File: src/rtl/irq_pin_pkg.sv
package irq_pin_pkg;

    // Bit 1 of the code selects pulse behaviour, bit 0 the active level.
    typedef enum logic [1:0] {
        IRQ_LVL_LO = 2'b00,
        IRQ_LVL_HI = 2'b01,
        IRQ_PLS_LO = 2'b10,
        IRQ_PLS_HI = 2'b11
    } irq_mode_e;

    typedef struct packed {
        irq_mode_e mode;
        logic      pin;
        logic      oe;
    } pin_state_t;

    function automatic logic mode_is_pulse(irq_mode_e m);
        return m[1];
    endfunction

    function automatic logic mode_active_high(irq_mode_e m);
        return m[0];
    endfunction

endpackage

File: src/rtl/irq_pulse_timer.sv
module irq_pulse_timer #(
    parameter int unsigned PULSE_LEN = 4
) (
    input  logic clk,
    input  logic rst,
    input  logic arm_en,
    input  logic start,
    input  logic abort,
    output logic busy_nx
);
    localparam int unsigned CW = $clog2(PULSE_LEN + 1);
    localparam logic [CW-1:0] LOAD = CW'(PULSE_LEN);

    logic [CW-1:0] cnt_d, cnt_q;

    always_comb begin
        cnt_d = cnt_q;
        if (rst || !arm_en) begin
            cnt_d = '0;
        end else if (start) begin
            cnt_d = LOAD;
        end else if (abort) begin
            cnt_d = '0;
        end else if (cnt_q != '0) begin
            cnt_d = cnt_q - 1'b1;
        end
        busy_nx = (cnt_d != '0);
    end

    always_ff @(posedge clk) begin
        cnt_q <= cnt_d;
    end

endmodule

File: src/rtl/irq_pin_encode.sv
module irq_pin_encode (
    input  logic active,
    input  logic act_high,
    input  logic od_en,
    output logic pin_val,
    output logic oe_val
);
    always_comb begin
        pin_val = active ? act_high : ~act_high;
        oe_val  = od_en ? ~pin_val : 1'b1;
    end

endmodule

File: src/rtl/irq_pin_drv.sv
module irq_pin_drv
    import irq_pin_pkg::*;
#(
    parameter int unsigned PULSE_LEN = 4
) (
    input  logic       clk,
    input  logic       rst,
    input  logic [1:0] irq_mode,
    input  logic       irq_pending,
    input  logic       irq_event,
    input  logic       od_en,
    output logic       pin_out,
    output logic       pin_oe
);
    pin_state_t st_d, st_q;
    irq_mode_e  mode_in;
    logic       mode_chg;
    logic       busy_nx;
    logic       active_nx;
    logic       pin_nx;
    logic       oe_nx;

    assign mode_in  = irq_mode_e'(irq_mode);
    assign mode_chg = (mode_in != st_q.mode);

    irq_pulse_timer #(
        .PULSE_LEN (PULSE_LEN)
    ) timer_i (
        .clk     (clk),
        .rst     (rst),
        .arm_en  (mode_is_pulse(mode_in)),
        .start   (irq_event),
        .abort   (mode_chg),
        .busy_nx (busy_nx)
    );

    always_comb begin
        if (rst) begin
            active_nx = 1'b0;
        end else if (mode_is_pulse(mode_in)) begin
            active_nx = busy_nx;
        end else begin
            active_nx = irq_pending;
        end
    end

    irq_pin_encode enc_i (
        .active   (active_nx),
        .act_high (mode_active_high(mode_in)),
        .od_en    (od_en),
        .pin_val  (pin_nx),
        .oe_val   (oe_nx)
    );

    always_comb begin
        st_d      = st_q;
        st_d.mode = mode_in;
        st_d.pin  = pin_nx;
        st_d.oe   = oe_nx;
    end

    always_ff @(posedge clk) begin
        st_q <= st_d;
    end

    assign pin_out = st_q.pin;
    assign pin_oe  = st_q.oe;

endmodule

File: config.mk
export PLATFORM = sky130hd
export DESIGN_NAME = irq_pin_drv
export DESIGN_NICKNAME = d
export VERILOG_FILES = /design/src/rtl/irq_pin_pkg.sv /design/src/rtl/irq_pulse_timer.sv /design/src/rtl/irq_pin_encode.sv /design/src/rtl/irq_pin_drv.sv
export SDC_FILE = /design/constraint.sdc
export NUM_CORES = 1
export LEC_CHECK = 0
export ABC_CLOCK_PERIOD_IN_PS = 3350
export BUFFER_PORTS_ARGS = -buffer_cell sky130_fd_sc_hd__buf_2
export CORE_AREA = 2 2 39 41
export DETAILED_ROUTE_END_ITERATION = 10
export DIE_AREA = 0 0 41 43
export PLACE_DENSITY = 0.52
export SETUP_SLACK_MARGIN = 0.5
export SYNTH_ARGS = -nofsm -noshare
export SYNTH_HDL_FRONTEND = slang
export SYNTH_SLANG_ARGS = --single-unit
File: constraint.sdc
create_clock -name clk -period 3.35 [get_ports clk]
set_input_delay 0.335 -clock clk [delete_from_list [all_inputs] [get_ports clk]]
set_output_delay 0.335 -clock clk [all_outputs]
set_load 0.05 [all_outputs]
==> reports/results.txt, run 1 <==
simple-gate share of the synthesized area -> 0.2366
Worst EP required -> 3480 ps
Setup crit end kind -> register
clock-pin slew on the worst setup and hold paths -> 50 ps
first-pass GRT wire length -> 910 um
post-route insts no fill -> 62
multiplexer share of the synthesized area -> 0.03435
Peak VDD IR -> 0.0001461 V
Crit Path Class -> reg -> reg
Synth area leader -> dfxtp_1
Synth async-reset ratio -> 0
final core utilization -> 0.2993
Power Total -> 0.1905 mW
Final Max Tran Viols -> 0
Final TNS setup -> 0 ps
syn avg cell area -> 9.642 um^2
Clk Latency, worst-skew pair -> 240 ps
Tmin final -> 1793 ps
Worst EP arrival -> 1920 ps
CTS Root Cell -> clkbuf_4
Final WS setup -> 1557 ps
top cell type's share of synthesized area -> 0.4275
vias in the first global route -> 242
Slew Limit Headroom -> 0.8107
layout cells sized above 1 -> 0.2826
Worst Setup Start Kind -> register
setup violators final -> 0
largest net degree at the start of global routing -> 6
CTS Sinks -> 7
hold_buf cts -> 0
Starting DRT DRC Count -> 4
first-pass detailed-route iteration total -> 2
Die Span Y -> 43 um
H-tree levels -> 1
grt ovf -> 0
TritonCTS clock tree -> built
Compound-Gate Fraction of Synth Area -> 0.1221
Cell Pwr Density -> 459.9 nW/um^2
FP Rows -> 14
largest family of logic cells by synthesized area -> simple AND/OR/NAND/NOR gates
Vias -> 255
die width -> 41 um
fin crit share -> 0.5353
Post-Synth XOR/XNOR Area -> 0.08015
Seq/Total Area, Yosys -> 0.4275
synth cell count leaders -> dfxtp_1 (7), nor2_1 (4)
Hold Violations, Final -> 0
WL final -> 503 um
routability congestion estimate -> 0.7509
run status -> finished, final reports clean
Netlist Area Pre-Place -> 327.8 um^2
ys flop type -> dfxtp_1
Antenna Violating Nets Remaining -> 0
synthesis-stage register bit count -> 7
crit path max fanout -> 3
Post-Syn Instances -> 34
Hold Slack -> 218.2 ps
Adder-Cell Fraction of Synth Area -> 0.07634
Core ar. -> 1384 um^2
Yosys cell types -> 17
design area -> 414.1 um^2
final net count -> 56
Resize count post-CTS -> 0
Post-synth EDFFs -> 0
pre-CTS setup slack -> 1537 ps
drt drc -> 0
DR vias/cell -> 4.113
Post-CTS Setup Bufs -> 0
Num CTS Buffers -> 3
area grow syn2layout -> 26.34%
placed cell area -> 387.9 um^2
Syn Nets -> 43
Synth area leaders -> dfxtp_1 (43%), ha_1 (7.6%), xnor2_1 (5.3%), a211oi_1 (4.6%), a221oi_2 (4.6%)
ANT cells -> 0
Post-Place Cells -> 58
Clock Tree Buf Depth -> 2
fillcell total -> 152
worst hold path type -> in -> reg
Initial Utilization -> 0.2369
initial antenna violation count -> 0
Synth warnings -> 0
most frequent cell after synthesis -> dfxtp_1
WL/cell -> 8.113 um
max-cap viol count -> 0
clk_skew -> 1.289 ps
io pins -> 9
Die Area -> 1763 um^2
Leak -> 0.1675 nW
Fmax achieved -> 557.6 MHz
Port Buf Inserts -> 8
RSZ-0062 raised after global routing -> no
GRT Overall Usage -> 0.08157
Worst-Margin Slew -> 283.9 ps
-- placed cells by master (no fill, tap or decap) --
cell type,count
xor2_1,1
a21oi_1,2
xnor2_1,2
inv_1,2
dfxtp_1,7
nor2b_1,1
clkbuf_4,3
and3_1,1
a211oi_1,2
nor2_1,4
nand2b_4,1
clkbuf_1,1
nand2b_1,2
ha_1,2
nor3_1,2
nand2_1,2
mux2_1,1
a221oi_2,1
buf_2,8
or3_1,1
-- power breakdown --
part	switching (mW)	internal, mW
logic	0.0174	0.0101
registers	0.00130	0.0877
clock network	0.0287	0.0453
-- cell families (layout without fill, tap and decap cells) --
family | count (synthesis) | count (layout)
and+or+nand+nor | 14 | 14
buffers and inverters | 2 | 14
AOI/OAI and AO/OA | 5 | 5
adders and majority gates | 2 | 2
xor gates and xnor gates | 3 | 3
DFF | 7 | 7
muxes | 1 | 1
-- registers in the layout (all words and copies together) (netlist names) --
name and cells:
timer_i.cnt_q 3, st_q 2, pin_oe 1, pin_out 1
-- layout make-up --
class,instances,area [um^2],area share
Tap cell,16,20.02,0.04834
Timing Repair Buffer,8,40.04,0.09668
Clock buffer,4,26.28,0.06344
Multi-Input combinational cell,25,180.2,0.4350
Inverter,2,7.507,0.01813
Sequential cell,7,140.1,0.3384
-- worst paths after layout --
path / startpoint / to / slack (ps) / depth (start not counted)
setup / recovery: timer_i.cnt_q[0]$_DFF_P_ / pin_oe$_SDFF_PN1_ / 1560 / 7
hold / removal: irq_mode[1] / st_q[3]$_DFF_P_ / 220 / 1
setup reg to reg: timer_i.cnt_q[0]$_DFF_P_ / pin_oe$_SDFF_PN1_ / 1560 / 7
hold reg to reg: timer_i.cnt_q[0]$_DFF_P_ / timer_i.cnt_q[0]$_DFF_P_ / 530 / 2
-- critical path, cell delays in order, from the launching register on --
cell and delay [ps]:
dfxtp_1 320, inv_1 90, ha_1 220, nor2_1 60, a211oi_1 270, nor3_1 110
a221oi_2 260, mux2_1 350
-- layer usage --
layer | global-route usage | wire length [um]
met5 | 0 | 0
met4 | 0.1000 | 0
met3 | 0.01571 | 18
met2 | 0.1031 | 256
met1 | 0.09740 | 228
No activity file was read; power rests on OpenSTA's default activity.
==> run 2: changes to the inputs <==
ABC_CLOCK_PERIOD_IN_PS = 1710   (was 3350)
clock period = 1.71 ns   (was 3.35 ns; I/O delays follow)
==> run 2 against run 1 <==
Die area did not move. Clock skew barely moved. Setup slack got worse by 1500 ps. Fmax rose by 11%. Via count rose by 6.7%. Sequential power rose by 97%. Wire length rose by 18%. Total power rose by 99%. Critical endpoint unchanged. Largest cell class unchanged.
==> reports/results.txt, run 2 (synthesized netlist as in run 1, its figures left out) <==
Peak VDD IR -> 0.0003465 V (+140%)
GRT Overall Usage -> 0.09293 (+0.01136)
Port Buf Inserts -> 8 (unchanged)
routability congestion estimate -> 0.6437 (-14%)
layout cells sized above 1 -> 0.5510 (+0.2684)
first-pass detailed-route iteration total -> 3 (+1)
Levels on crit path -> 7 (unchanged)
Cell Pwr Density -> 776.5 nW/um^2 (+69%)
Die Span Y -> 43 um (unchanged)
run status -> finished, final reports clean
WL/cell -> 9.123 um (+12%)
drt drc -> 0 (unchanged)
Tmin final -> 1612 ps (-181.8 ps)
Critical Path Sink -> pin_oe$_SDFF_PN1_
commonest cells after routing, fill and taps aside -> buf_2 (8), dfxtp_1 (5), clkbuf_4 (3), buf_4 (3)
commonest non-fill, non-tap cell in the layout -> buf_2
Hold Violations, Final -> 0 (unchanged)
r2r setup slk -> 100 ps (-1460 ps)
Worst Setup Start Kind -> register
Clock Tree Buf Depth -> 2 (unchanged)
Leak -> 0.1940 nW (+16%)
CTS Sinks -> 7 (unchanged)
Largest register FFs -> 3 (unchanged)
Crit Path Class -> reg -> reg
met3 Usage GRT -> 0.03141 (+0.01571)
ANT cells -> 0 (unchanged)
CP delay by family, top -> flip-flops
max-cap viol count -> 0 (unchanged)
met2 Resource Use GR -> 0.1344 (+0.03125)
TritonCTS clock tree -> built
Top reg by flops -> timer_i.cnt_q
crit path max fanout -> 3 (unchanged)
grt ovf -> 0 (unchanged)
clk_skew -> 1.653 ps (+0.3645 ps)
max incr delay on CP -> 360 ps (about the same)
Top Registers -> timer_i.cnt_q: 3 flops, st_q: 2 flops
area grow syn2layout -> 49.24%
Critical Path Slowest Stage Cell -> dfxtp_2
setup violators final -> 0 (unchanged)
die width -> 41 um (unchanged)
Clk Latency, worst-skew pair -> 240 ps (about the same)
worst hold path type -> in -> reg
Fmax achieved -> 620.5 MHz (+11%)
DR vias/cell -> 4.185 (+1.7%)
Antenna Violating Nets Remaining -> 0 (unchanged)
H-tree levels -> 1 (unchanged)
Die Area -> 1763 um^2 (unchanged)
io pins -> 9 (unchanged)
Num CTS Buffers -> 3 (unchanged)
first-pass GRT wire length -> 1097 um (+21%)
cells on worst reg2reg path -> 7 (unchanged)
largest net degree at the start of global routing -> 6 (unchanged)
Initial Utilization -> 0.2369 (unchanged)
fillcell total -> 147 (-3.3%)
Worst EP required -> 1840 ps (-1640 ps)
WP buf/inv -> 1 (unchanged)
Setup crit end kind -> register
Hold Slack -> 55.31 ps (-162.9 ps)
Slew Limit Headroom -> 0.8358 (+0.02504)
CTS Root Cell -> clkbuf_4
Final TNS setup -> 0 ps (unchanged)
initial antenna violation count -> 0 (unchanged)
final net count -> 59 (+5.4%)
fin crit share -> 0.9424 (+0.4071)
clock-pin slew on the worst setup and hold paths -> 50 ps (about the same)
Starting DRT DRC Count -> 5 (+1)
Vias -> 272 (+6.7%)
RSZ-0062 raised after global routing -> yes
Worst EP arrival -> 1740 ps (-180 ps)
DPL Wire Length -> 431.5 um
worst-path cell chain -> inv_4 -> ha_4 -> nand2b_4 -> and3_1 -> a21oi_1 -> a221oi_2 -> mux2_1
Core ar. -> 1384 um^2 (unchanged)
crit path from -> timer_i.cnt_q[0]$_DFF_P_
FP Rows -> 14 (unchanged)
Final Max Tran Viols -> 0 (unchanged)
vias in the first global route -> 273 (+13%)
grt met1 use -> 0.1115 (+0.01407)
GRT Max-Usage Layer -> met2
WL final -> 593 um (+18%)
R2R Path End -> pin_oe$_SDFF_PN1_
Worst-Margin Slew -> 246.4 ps (-37.57 ps)
Power Total -> 0.3799 mW (+99%)
origin of the critical flop-to-flop path -> timer_i.cnt_q[0]$_DFF_P_
==> run 2: through the flow <==
stage	worst slack (ps)	util	area, um^2	cells
global placement	37.59	0.2902	401.6	58
global route	17.33	0.3535	489.2	65
detailed placement	-3.873	0.2902	401.6	58
CTS	94.40	0.3436	475.5	65
floorplan	161.0	-	341.6	34
finish	98.49	0.3535	489.2	65
==> run 2: routing by layer <==
metal	vias up	share of wire	wire [um]
met3	0	0.040	24
met4	0	0	0
met1	117	0.46	274
li1	147	-	-
met2	8	0.50	295
met5	-	0	0
==> run 2: final cells by class <==
type / instances / area, um^2 / share of cell area
repair buffers: 11 / 62.56 / 0.1279
well taps: 16 / 20.02 / 0.04092
multi-input cells: 25 / 227.7 / 0.4655
flip-flops and latches: 7 / 142.6 / 0.2916
inverters: 2 / 10.01 / 0.02046
clock buffers: 4 / 26.28 / 0.05371
==> run 2: worst min path at each step <==
| stage | startpoint | cells past startpoint | to | slack [ps] |
|---|---|---|---|---|
| floorplan | irq_mode[0] | 0 | st_q[2]$_DFF_P_ | 200 |
| global placement | irq_mode[1] | 1 | st_q[3]$_DFF_P_ | 300 |
| detailed placement | irq_mode[1] | 1 | st_q[3]$_DFF_P_ | 300 |
| CTS | irq_mode[1] | 1 | st_q[3]$_DFF_P_ | 50 |
| global route | irq_mode[1] | 1 | st_q[3]$_DFF_P_ | 50 |
| finish | irq_mode[1] | 1 | st_q[3]$_DFF_P_ | 60 |
==> run 2: timing repair <==
| item | 4_1_cts | 5_1_grt |
|---|---|---|
| pin swaps | 2 | 1 |
| gates cloned | 0 | 0 |
| hold endpoints to repair | 0 | 0 |
| setup buffers | 3 | 0 |
| endpoints found under the setup margin | 3 | 3 |
| hold buffers | 0 | 0 |
| gates resized for setup | 7 | 3 |
==> run 2: where the power goes <==
group	switching, mW	leakage, nW	internal, mW	total [mW]
combinational	0.0367	0.120	0.0256	0.0622
sequential	0.00332	0.0590	0.172	0.175
clock	0.0539	0.0150	0.0886	0.143
